==> config.mk <==
export PLATFORM = sky130hd
export DESIGN_NAME = burst_master_seq
export DESIGN_NICKNAME = d
export VERILOG_FILES = /design/src/rtl/burst_master_seq.sv
export SDC_FILE = /design/constraint.sdc
export NUM_CORES = 1
export LEC_CHECK = 0
export BUFFER_PORTS_ARGS = -buffer_cell sky130_fd_sc_hd__buf_2
export CAP_MARGIN = 30
export CELL_PAD_IN_SITES_DETAIL_PLACEMENT = 0
export CELL_PAD_IN_SITES_GLOBAL_PLACEMENT = 2
export CORE_MARGIN = 2
export CORE_UTILIZATION = 25
export DETAILED_ROUTE_END_ITERATION = 10
export GPL_TIMING_DRIVEN = 1
export PLACE_DENSITY = 0.77
export REMOVE_ABC_BUFFERS = 1
export SYNTH_ARGS = -nofsm -noshare
export SYNTH_HDL_FRONTEND = slang
export SYNTH_SLANG_ARGS = --single-unit
==> constraint.sdc <==
create_clock -name clk -period 1.8 [get_ports clk]
set_clock_uncertainty 0.2 [all_clocks]
set_input_delay 0.36 -clock clk [delete_from_list [all_inputs] [get_ports clk]]
set_output_delay 0.36 -clock clk [all_outputs]
set_load 0.005 [all_outputs]
==> src/rtl/burst_master_seq.sv <==
module burst_master_seq #(
  parameter int DW       = 32,
  parameter int BCW      = 12,
  parameter int DEV_WAIT = 4
)(
  input  logic           clk,
  input  logic           rst_n,
  input  logic           cmd_valid,
  output logic           cmd_ready,
  input  logic [DW-1:0]  cmd_addr,
  input  logic [3:0]     cmd_code,
  input  logic [BCW-1:0] cmd_bytes,
  input  logic [7:0]     cmd_bus,
  input  logic [4:0]     cmd_dev,
  input  logic [DW-1:0]  wr_data,
  input  logic           wr_valid,
  output logic           wr_take,
  output logic           req_n,
  input  logic           gnt_n,
  output logic           frame_n,
  output logic           irdy_n,
  output logic           ctl_oe,
  output logic [DW-1:0]  ad_out,
  output logic [3:0]     cbe_out,
  output logic           ad_oe,
  input  logic           devsel_n,
  input  logic           trdy_n,
  input  logic           stop_n,
  output logic           done,
  output logic           abort_err,
  output logic           stop_seen,
  output logic           underrun_err,
  output logic [BCW-1:0] xfer_bytes
);
  localparam int WW   = BCW - 2;
  localparam int TW   = $clog2(DEV_WAIT + 2);
  localparam int PADW = DW - 13 - BCW;

  typedef enum logic [2:0] {
    S_IDLE, S_REQ, S_ADDR, S_ATTR, S_WAIT, S_DATA, S_TURN
  } state_t;

  state_t         st;
  logic [DW-1:0]  addr_q;
  logic [3:0]     code_q;
  logic [BCW-1:0] bytes_q;
  logic [7:0]     bus_q;
  logic [4:0]     dev_q;
  logic [WW-1:0]  rem_q, cnt_q;
  logic [TW-1:0]  wt_q;
  logic           abort_q, stop_q, under_q;
  logic [WW-1:0]  words_in;
  logic [DW-1:0]  attr_word;
  logic           xfer, last;

  assign words_in  = (cmd_bytes[BCW-1:2] < WW'(2)) ? WW'(2) : cmd_bytes[BCW-1:2];
  assign attr_word = {bus_q, dev_q, {PADW{1'b0}}, bytes_q};
  assign xfer      = (st == S_DATA) && !trdy_n;
  assign last      = xfer && ((rem_q == WW'(1)) || !stop_n);

  always_ff @(posedge clk or negedge rst_n) begin
    if (!rst_n) begin
      st      <= S_IDLE;
      addr_q  <= '0;
      code_q  <= '0;
      bytes_q <= '0;
      bus_q   <= '0;
      dev_q   <= '0;
      rem_q   <= '0;
      cnt_q   <= '0;
      wt_q    <= '0;
      abort_q <= 1'b0;
      stop_q  <= 1'b0;
      under_q <= 1'b0;
    end else begin
      case (st)
        S_IDLE: if (cmd_valid) begin
          addr_q  <= cmd_addr;
          code_q  <= cmd_code;
          bytes_q <= cmd_bytes;
          bus_q   <= cmd_bus;
          dev_q   <= cmd_dev;
          rem_q   <= words_in;
          cnt_q   <= '0;
          abort_q <= 1'b0;
          stop_q  <= 1'b0;
          under_q <= 1'b0;
          st      <= S_REQ;
        end
        S_REQ:  if (!gnt_n) st <= S_ADDR;
        S_ADDR: st <= S_ATTR;
        S_ATTR: begin
          wt_q <= '0;
          st   <= S_WAIT;
        end
        S_WAIT: begin
          if (!devsel_n) st <= S_DATA;
          else if (wt_q == TW'(DEV_WAIT)) begin
            abort_q <= 1'b1;
            st      <= S_TURN;
          end else wt_q <= wt_q + TW'(1);
        end
        S_DATA: if (xfer) begin
          rem_q <= rem_q - WW'(1);
          cnt_q <= cnt_q + WW'(1);
          if (!wr_valid) under_q <= 1'b1;
          if (!stop_n)   stop_q  <= 1'b1;
          if (last)      st      <= S_TURN;
        end
        S_TURN:  st <= S_IDLE;
        default: st <= S_IDLE;
      endcase
    end
  end

  assign cmd_ready    = (st == S_IDLE);
  assign req_n        = (st != S_REQ);
  assign ctl_oe       = (st == S_ADDR) || (st == S_ATTR) || (st == S_WAIT) || (st == S_DATA);
  assign ad_oe        = ctl_oe;
  assign frame_n      = !((st == S_ADDR) || (st == S_ATTR) || (st == S_WAIT) ||
                          ((st == S_DATA) && (rem_q > WW'(2))));
  assign irdy_n       = (st != S_DATA);
  assign wr_take      = xfer;
  assign ad_out       = (st == S_ADDR) ? addr_q :
                        (st == S_ATTR) ? attr_word :
                        (st == S_DATA) ? wr_data : '0;
  assign cbe_out      = (st == S_ADDR) ? code_q : 4'h0;
  assign done         = (st == S_TURN);
  assign abort_err    = done && abort_q;
  assign stop_seen    = done && stop_q;
  assign underrun_err = done && under_q;
  assign xfer_bytes   = {cnt_q, 2'b00};
endmodule

# Word level (Yosys, flattened, before mapping)
# Cells that the tools add are included.
[op_classes]
add_sub_neg = 3
order_cmp = 2
n_eq_ne = 20
mux = 31
reduce_logical = 25
[op_table]
columns = ["operator", "n"]
rows = [
  ["32-bit two-way mux", 3],
  ["10-bit two-way mux", 5],
  ["10-bit one-hot mux with 2 select lines", 2],
  ["3-bit two-way mux", 8],
  ["2-bit != test (second input constant)", 9],
  ["3-bit one-hot mux with 6 select lines", 1],
  ["3-bit == test (second input constant)", 4],
  ["4-bit AND reduction", 3],
  ["10-bit by 1-bit adder with 10-bit output (second input constant)", 1],
  ["10-bit by 1-bit == test with 1-bit output (second input constant)", 1],
  ["10-bit by 2-bit greater-than comparator with 1-bit output (second input constant)", 1],
  ["10-bit by 2-bit less-than comparator with 1-bit output (second input constant)", 1],
  ["10-bit by 1-bit subtractor with 10-bit output (second input constant)", 1],
  ["1-bit two-way mux", 7],
  ["3-bit by 2-bit == test with 1-bit output (second input constant)", 2],
  ["1-bit logical AND", 6],
  ["3-bit != test (second input constant)", 2],
  ["1-bit one-hot mux with 2 select lines", 3],
  ["3-bit one-hot mux with 2 select lines", 1],
  ["3-bit AND reduction", 2],
  ["2-bit nonzero test", 3],
  ["1-bit logical OR", 5],
  ["5-bit AND reduction", 1],
  ["4-bit two-way mux", 1],
  ["other kinds (6)", 8],
]
[totals]
reg_bits = 90
input_bits = 101
output_inout_bits = 59
wordCells = 93

# Depth between registers and ports, before layout
[logic_depth]
depth_word = 6
ltp_mapped = 7
mapped_depth_nobuf = 6

# Least setup slack after synthesis
# OpenSTA, ideal clock, no wires.
[synth_path]
path_type = "register to output"
start = "register st[1]"
end = "output ad_out[14]"
t_arrival_ns = 1.518
required_time_ns = 1.240
setup_slack_ns = -0.278
path_stages_with_launch = 6
path_buffers = 3
path_cell_list = "dfrtp_1 and3b_1 clkbuf_1 clkbuf_1 buf_1 a22o_1"
[synth_between]
elab_chain_cells = 4
word_cells_on_any_way = 6
classes_between = "eq/ne: 3; mux: 3"
[synth_rtl]
columns = ["item", "line_no", "rtl"]
rows = [
  ["from (decl)", "43", "state_t st;"],
  ["from (signal assigned)", "63", "st <= S_IDLE;"],
  ["from (signal assigned)", "88", "st <= S_REQ;"],
  ["from (signal assigned)", "90", "S_REQ: if (!gnt_n) st <= S_ADDR;"],
  ["3-bit == test", "126", "(st == S_DATA) ? wr_data : '0;"],
  ["32-bit two-way mux", "126", ""],
  ["32-bit two-way mux", "125", "(st == S_ATTR) ? attr_word :"],
  ["32-bit two-way mux (*)", "124", "assign ad_out = (st == S_ADDR) ? addr_q :"],
  ["to (decl)", "23", "output logic [DW-1:0] ad_out,"],
]
# Mark *: on every way between the ends. The rest lies on a longest branch, timed or not.

# Worst setup path after layout
[layout_path]
start = "register rem_q[3]"
end = "output frame_n"
[layout_between]
elab_chain_cells = 4
[layout_rtl]
columns = ["item", "line_no", "rtl"]
rows = [
  ["from (decl)", "49", "logic [WW-1:0] rem_q, cnt_q;"],
  ["from (signal assigned)", "83", "rem_q <= words_in;"],
  ["from (signal assigned)", "104", "rem_q <= rem_q - WW'(1);"],
  ["10-bit by 2-bit greater-than comparator with 1-bit output", "121", "((st == S_DATA) && (rem_q > WW'(2))));"],
  ["1-bit logical AND", "121", ""],
  ["1-bit logical OR", "120", "assign frame_n = !((st == S_ADDR) || (st == S_ATTR) || (st == S_WAIT) ||"],
  ["1-bit logical NOT", "120", ""],
  ["to (decl)", "20", "output logic frame_n,"],
]
# Every way passes these cells.

==> flow_summary.rst <==
.. list-table::
   :header-rows: 1

   * - Metric
     - Value
   * - Final setup violation count
     - about 140
   * - Violated checks
     - setup timing
   * - CTS Root Cell
     - sky130_fd_sc_hd__clkbuf_16
   * - Synth Area per Inst
     - 8.30 um2
   * - Asr flop ratio synth
     - 100%
   * - Drt drc
     - 0
   * - Clock insertion delay at the later pin of the skew report
     - roughly 340 ps
   * - Detailed-route wire length
     - between 15 and 20 mm
   * - Delay of the slowest cell on the worst path
     - between 500 and 600 ps
   * - Initial antenna violation count
     - 0
   * - Clock tree from TritonCTS
     - yes
   * - Slowest stage cell on the critical path
     - sky130_fd_sc_hd__or4_4
   * - Ys flop type
     - sky130_fd_sc_hd__dfrtp_1
   * - Share of total power in combinational logic
     - between 60% and 70%
   * - Post-DR wirelength/cell
     - approximately 17 um
   * - Remaining antenna violation count after routing
     - 0
   * - Layout-stage area growth over the synthesis result
     - 88.1%
   * - Destination of the worst register-to-register timing path
     - cnt_q[8]
   * - Fillers
     - 1,714
   * - Inserted Clock Buffers
     - 9
   * - Hold path start
     - cmd_bus[2]
   * - Die extent in x
     - 140 um
   * - Vias per cell
     - ~4.7
   * - Worst hold stages
     - 3
   * - CP Max Fanout
     - 2
   * - Nets
     - approximately 940
   * - Area share of the leading cell type in the synthesized netlist
     - around 49%
   * - Top post-synthesis cells by area
     - sky130_fd_sc_hd__dfrtp_1 (49%), sky130_fd_sc_hd__nand2_1 (19%), sky130_fd_sc_hd__mux2i_1 (6.1%)
   * - CP required
     - around 1200 ps
   * - Category of the critical setup timing path
     - flop to output port
   * - Portion of the post-synthesis area used by sequential elements
     - around half
   * - Leakage power
     - between 4 and 5 nW
   * - Data arrival time of the critical path
     - 1730 ps
   * - Top-level I/O count
     - 160
   * - Global-route met2 utilization
     - roughly 30%
   * - Cell-internal power
     - ~8.2 mW
   * - Hold path endpoint
     - bus_q[2]
   * - Largest net degree at the start of global routing
     - between 40 and 50
   * - Post-CTS clock slew at the launch and capture registers of the worst setup and hold paths
     - approximately 60 ps
   * - Arithmetic-cell share of the synthesized area counting full adders, half adders and majority gates
     - between 1.5 and 2%
   * - Number of maximum-capacitance violations
     - 0
   * - Vias after detailed routing
     - between 5k and 6k
   * - Total buffers and inverters traversed by the critical path
     - 1
   * - Via count of the first global-routing pass
     - 4,927
   * - Die Outline Area
     - between 0.015 and 0.02 mm2
   * - Switching share of power
     - roughly two fifths
   * - Number of warnings reported in the yosys synthesis log
     - 0
   * - Count of flip-flops with a built-in enable after synthesis
     - 0
   * - XOR/XNOR Fraction of Synth Area
     - 0.949%
   * - Number of violations reported at the end of detailed-routing iteration 0
     - 147
   * - Worst setup slack after layout
     - -490 ps
   * - Final Total Pwr
     - 13.5 mW
   * - Number of cells after detailed placement
     - roughly 960
   * - Period Utilization, post-route
     - 127%
   * - Min cycle time layout
     - 2290 ps
   * - Number of different library cells in the post-synthesis netlist
     - between 40 and 50
   * - Floorplan Core Area
     - about 0.018 mm2
   * - Most Crowded Layer GR
     - met2
   * - Detailed-router iteration count before antenna repair
     - 4
   * - Htree depth
     - 3
   * - Net switching power figure
     - about 5.3 mW
   * - Critical path's top delay family
     - simple AND/OR/NAND/NOR gates
   * - Post-synthesis mux area share
     - between 6 and 7%
   * - Reg power frac
     - 26.4%
   * - Critical path startpoint
     - rem_q[3]
   * - Ordered cell list for the critical path
     - or4_4, nor3_2, o21a_1, buf_2
   * - Max-slew violations
     - 0
   * - Global routing usage summed across all routing layers
     - 17.1%
   * - Final instance count without filler cells
     - about 1.1k
   * - R2R Setup Slk
     - -380 ps
   * - Worst reg2reg path startpoint
     - st[0]
   * - Chip Height
     - approximately 140 um
   * - F_max
     - between 400 and 500 MHz
   * - Detailed placement HPWL
     - between 10 and 15 mm
   * - Global placement routability congestion
     - around 0.81
   * - Compound-Gate Fraction of Synth Area
     - 11.5%
   * - VDD IR-drop max
     - 0.726 mV
   * - Setup repair after global routing missed its margin
     - yes
   * - First-pass GRT wire length
     - 26.2 mm
   * - Basic-gate share of the synthesized area counting and, or, nand and nor cells
     - a little over a quarter
   * - Power density over the cells
     - between 1500 and 2000 mW/mm2
   * - Total of flip-flops plus latches after synthesis
     - 90
   * - Min-delay worst type
     - input pin to flop
   * - Biggest area consumer among synthesized cells
     - sky130_fd_sc_hd__dfrtp_1
   * - Maximum buffer depth of the clock tree
     - 2
   * - Combinational family with the most area after synthesis
     - simple AND/OR/NAND/NOR gates
   * - Worst setup SP type
     - flop
   * - Clock group share of total power
     - 13.5%
   * - Outcome
     - finished with violations
   * - Worst reg-to-reg path cell count
     - 5
   * - Sinks on the clock net
     - 90
   * - # port buffers
     - roughly 160
   * - Grt met1 use
     - between 20% and 30%
   * - Remaining Overflow, GRT
     - 0
   * - Site row count
     - about 50
   * - Initial core utilization
     - 25.6%
   * - Layout cells sized above 1
     - between 50 and 60%
   * - Final hold violation count
     - 0
   * - Synthesized cell area
     - approximately 0.0046 mm2
   * - Cells after Synth
     - approximately 560
   * - Met3 usage
     - 3.96%
   * - Worst setup EP type
     - output port
[state kept, by name, indices dropped and copies added, names as in the netlist]
signal,count
rem_q,10
st,3
cnt_q,10
addr_q,32
stop_q,1
code_q,4
wt_q,3
abort_q,1
under_q,1
dev_q,5
bus_q,8
bytes_q,12
[metrics by stage]
| step | utilization [%] | setup TNS, ps | setup slack [ps] | hold WS, ps | cell area (um2) |
|---|---|---|---|---|---|
| floorplan | - | -288300 | -3240 | -136 | 4460 |
| global placement | 33.3 | -3500 | -203 | -2.47 | 6010 |
| detailed placement | 33.3 | -4150 | -235 | 1.56 | 6010 |
| CTS | 42.4 | -31530 | -506 | 0.405 | 7640 |
| global route | 48.1 | -36460 | -555 | 3.23 | 8680 |
| finish | 48.1 | -28250 | -490 | 14.7 | 8680 |
[final cells by class]
cell class / count / area, um2 / share of cell area, %
Multi-Input combinational cell: 421 / 3120 / 36.0
Timing Repair Buffer: 297 / 2680 / 30.9
Sequential cell: 90 / 2250 / 26.0
Tap cell: 229 / 287 / 3.30
Clock buffer: 14 / 274 / 3.16
Inverter: 11 / 50.0 / 0.577
Clock inverter: 2 / 10.0 / 0.115
Antenna cell: 1 / 2.50 / 0.0288
[worst max path at each step]
stage               end  slack [ps]  cells past startpoint
6_report        frame_n        -490                      4
5_1_grt         frame_n        -550                      4
4_1_cts         frame_n        -510                      4
3_5_place_dp   rem_q[6]        -240                      6
3_3_place_gp   cnt_q[8]        -200                      5
2_1_floorplan  cnt_q[2]       -3240                      3
[cell usage after synthesis, drive strengths merged, types with 2 or more instances]
cell	instances
nor3	7
inv	11
nand3	8
dfrtp	90
xnor2	3
nand4	2
mux2i	28
a31oi	2
nor4	3
and3	5
or4	6
or3b	2
nand2	228
ha	6
buf	15
o2bb2ai	3
a22o	8
or3	2
a21oi	15
nor2	15
o31ai	2
nand2b	7
xor2	2
a22oi	3
clkbuf	21
o21ai	42
and2	3
[worst reg2reg max path, cell delays in order (launching register included)]
cell	delay [ps]
sky130_fd_sc_hd__dfrtp_2	420
sky130_fd_sc_hd__buf_6	140
sky130_fd_sc_hd__or3b_4	420
sky130_fd_sc_hd__a21o_4	240
sky130_fd_sc_hd__or4_4	530
sky130_fd_sc_hd__mux2i_1	130
[cell families (layout without fill, tap and decap cells)]
group	after synthesis	count (layout)
DFF	90	90
buffers and inverters	47	324
other	1	3
AOI/OAI and AO/OA	86	86
xor gates and xnor gates	5	5
adders and majority gates	6	6
muxes	28	28
and+or+nand+nor	293	294
[cell usage in the layout (no fill, tap or decap), drive strengths merged, types with 8 or more instances in the layout]
cell type,synthesis,routed
a21oi,15,15
a22o,8,8
buf,15,266
clkbuf,21,21
dfrtp,90,90
dlygate4sd3,0,24
inv,11,10
mux2i,28,28
nand2,228,229
nand3,8,8
nor2,15,15
o21ai,42,42
[layer usage]
layer	vias up	routed length, um	part of all wire (%)
met4	0	259	1.4
met3	15	830	4.5
li1	2411	-	-
met1	2443	7990	43
met2	132	9390	51
met5	-	0	0
[power by group through the flow]
stage               combinational, mW  clock [mW]  sequential [mW]
floorplan                        2.22           0             3.47
global placement                 4.36           0             3.35
detailed placement               4.44           0             3.39
CTS                              6.59        1.89             3.37
global route                     8.73        1.98             3.66
finish                           8.12        1.83             3.56
[timing repair]
item                       CTS  global route
hold endpoints to repair   113             0
setup endpoints to repair  128           136
hold buffers                24             0
gates cloned                15            10
pin swaps                   34           153
resized for setup          147           260
buffers inserted            34            28
No activity file was read; power rests on OpenSTA's default activity.
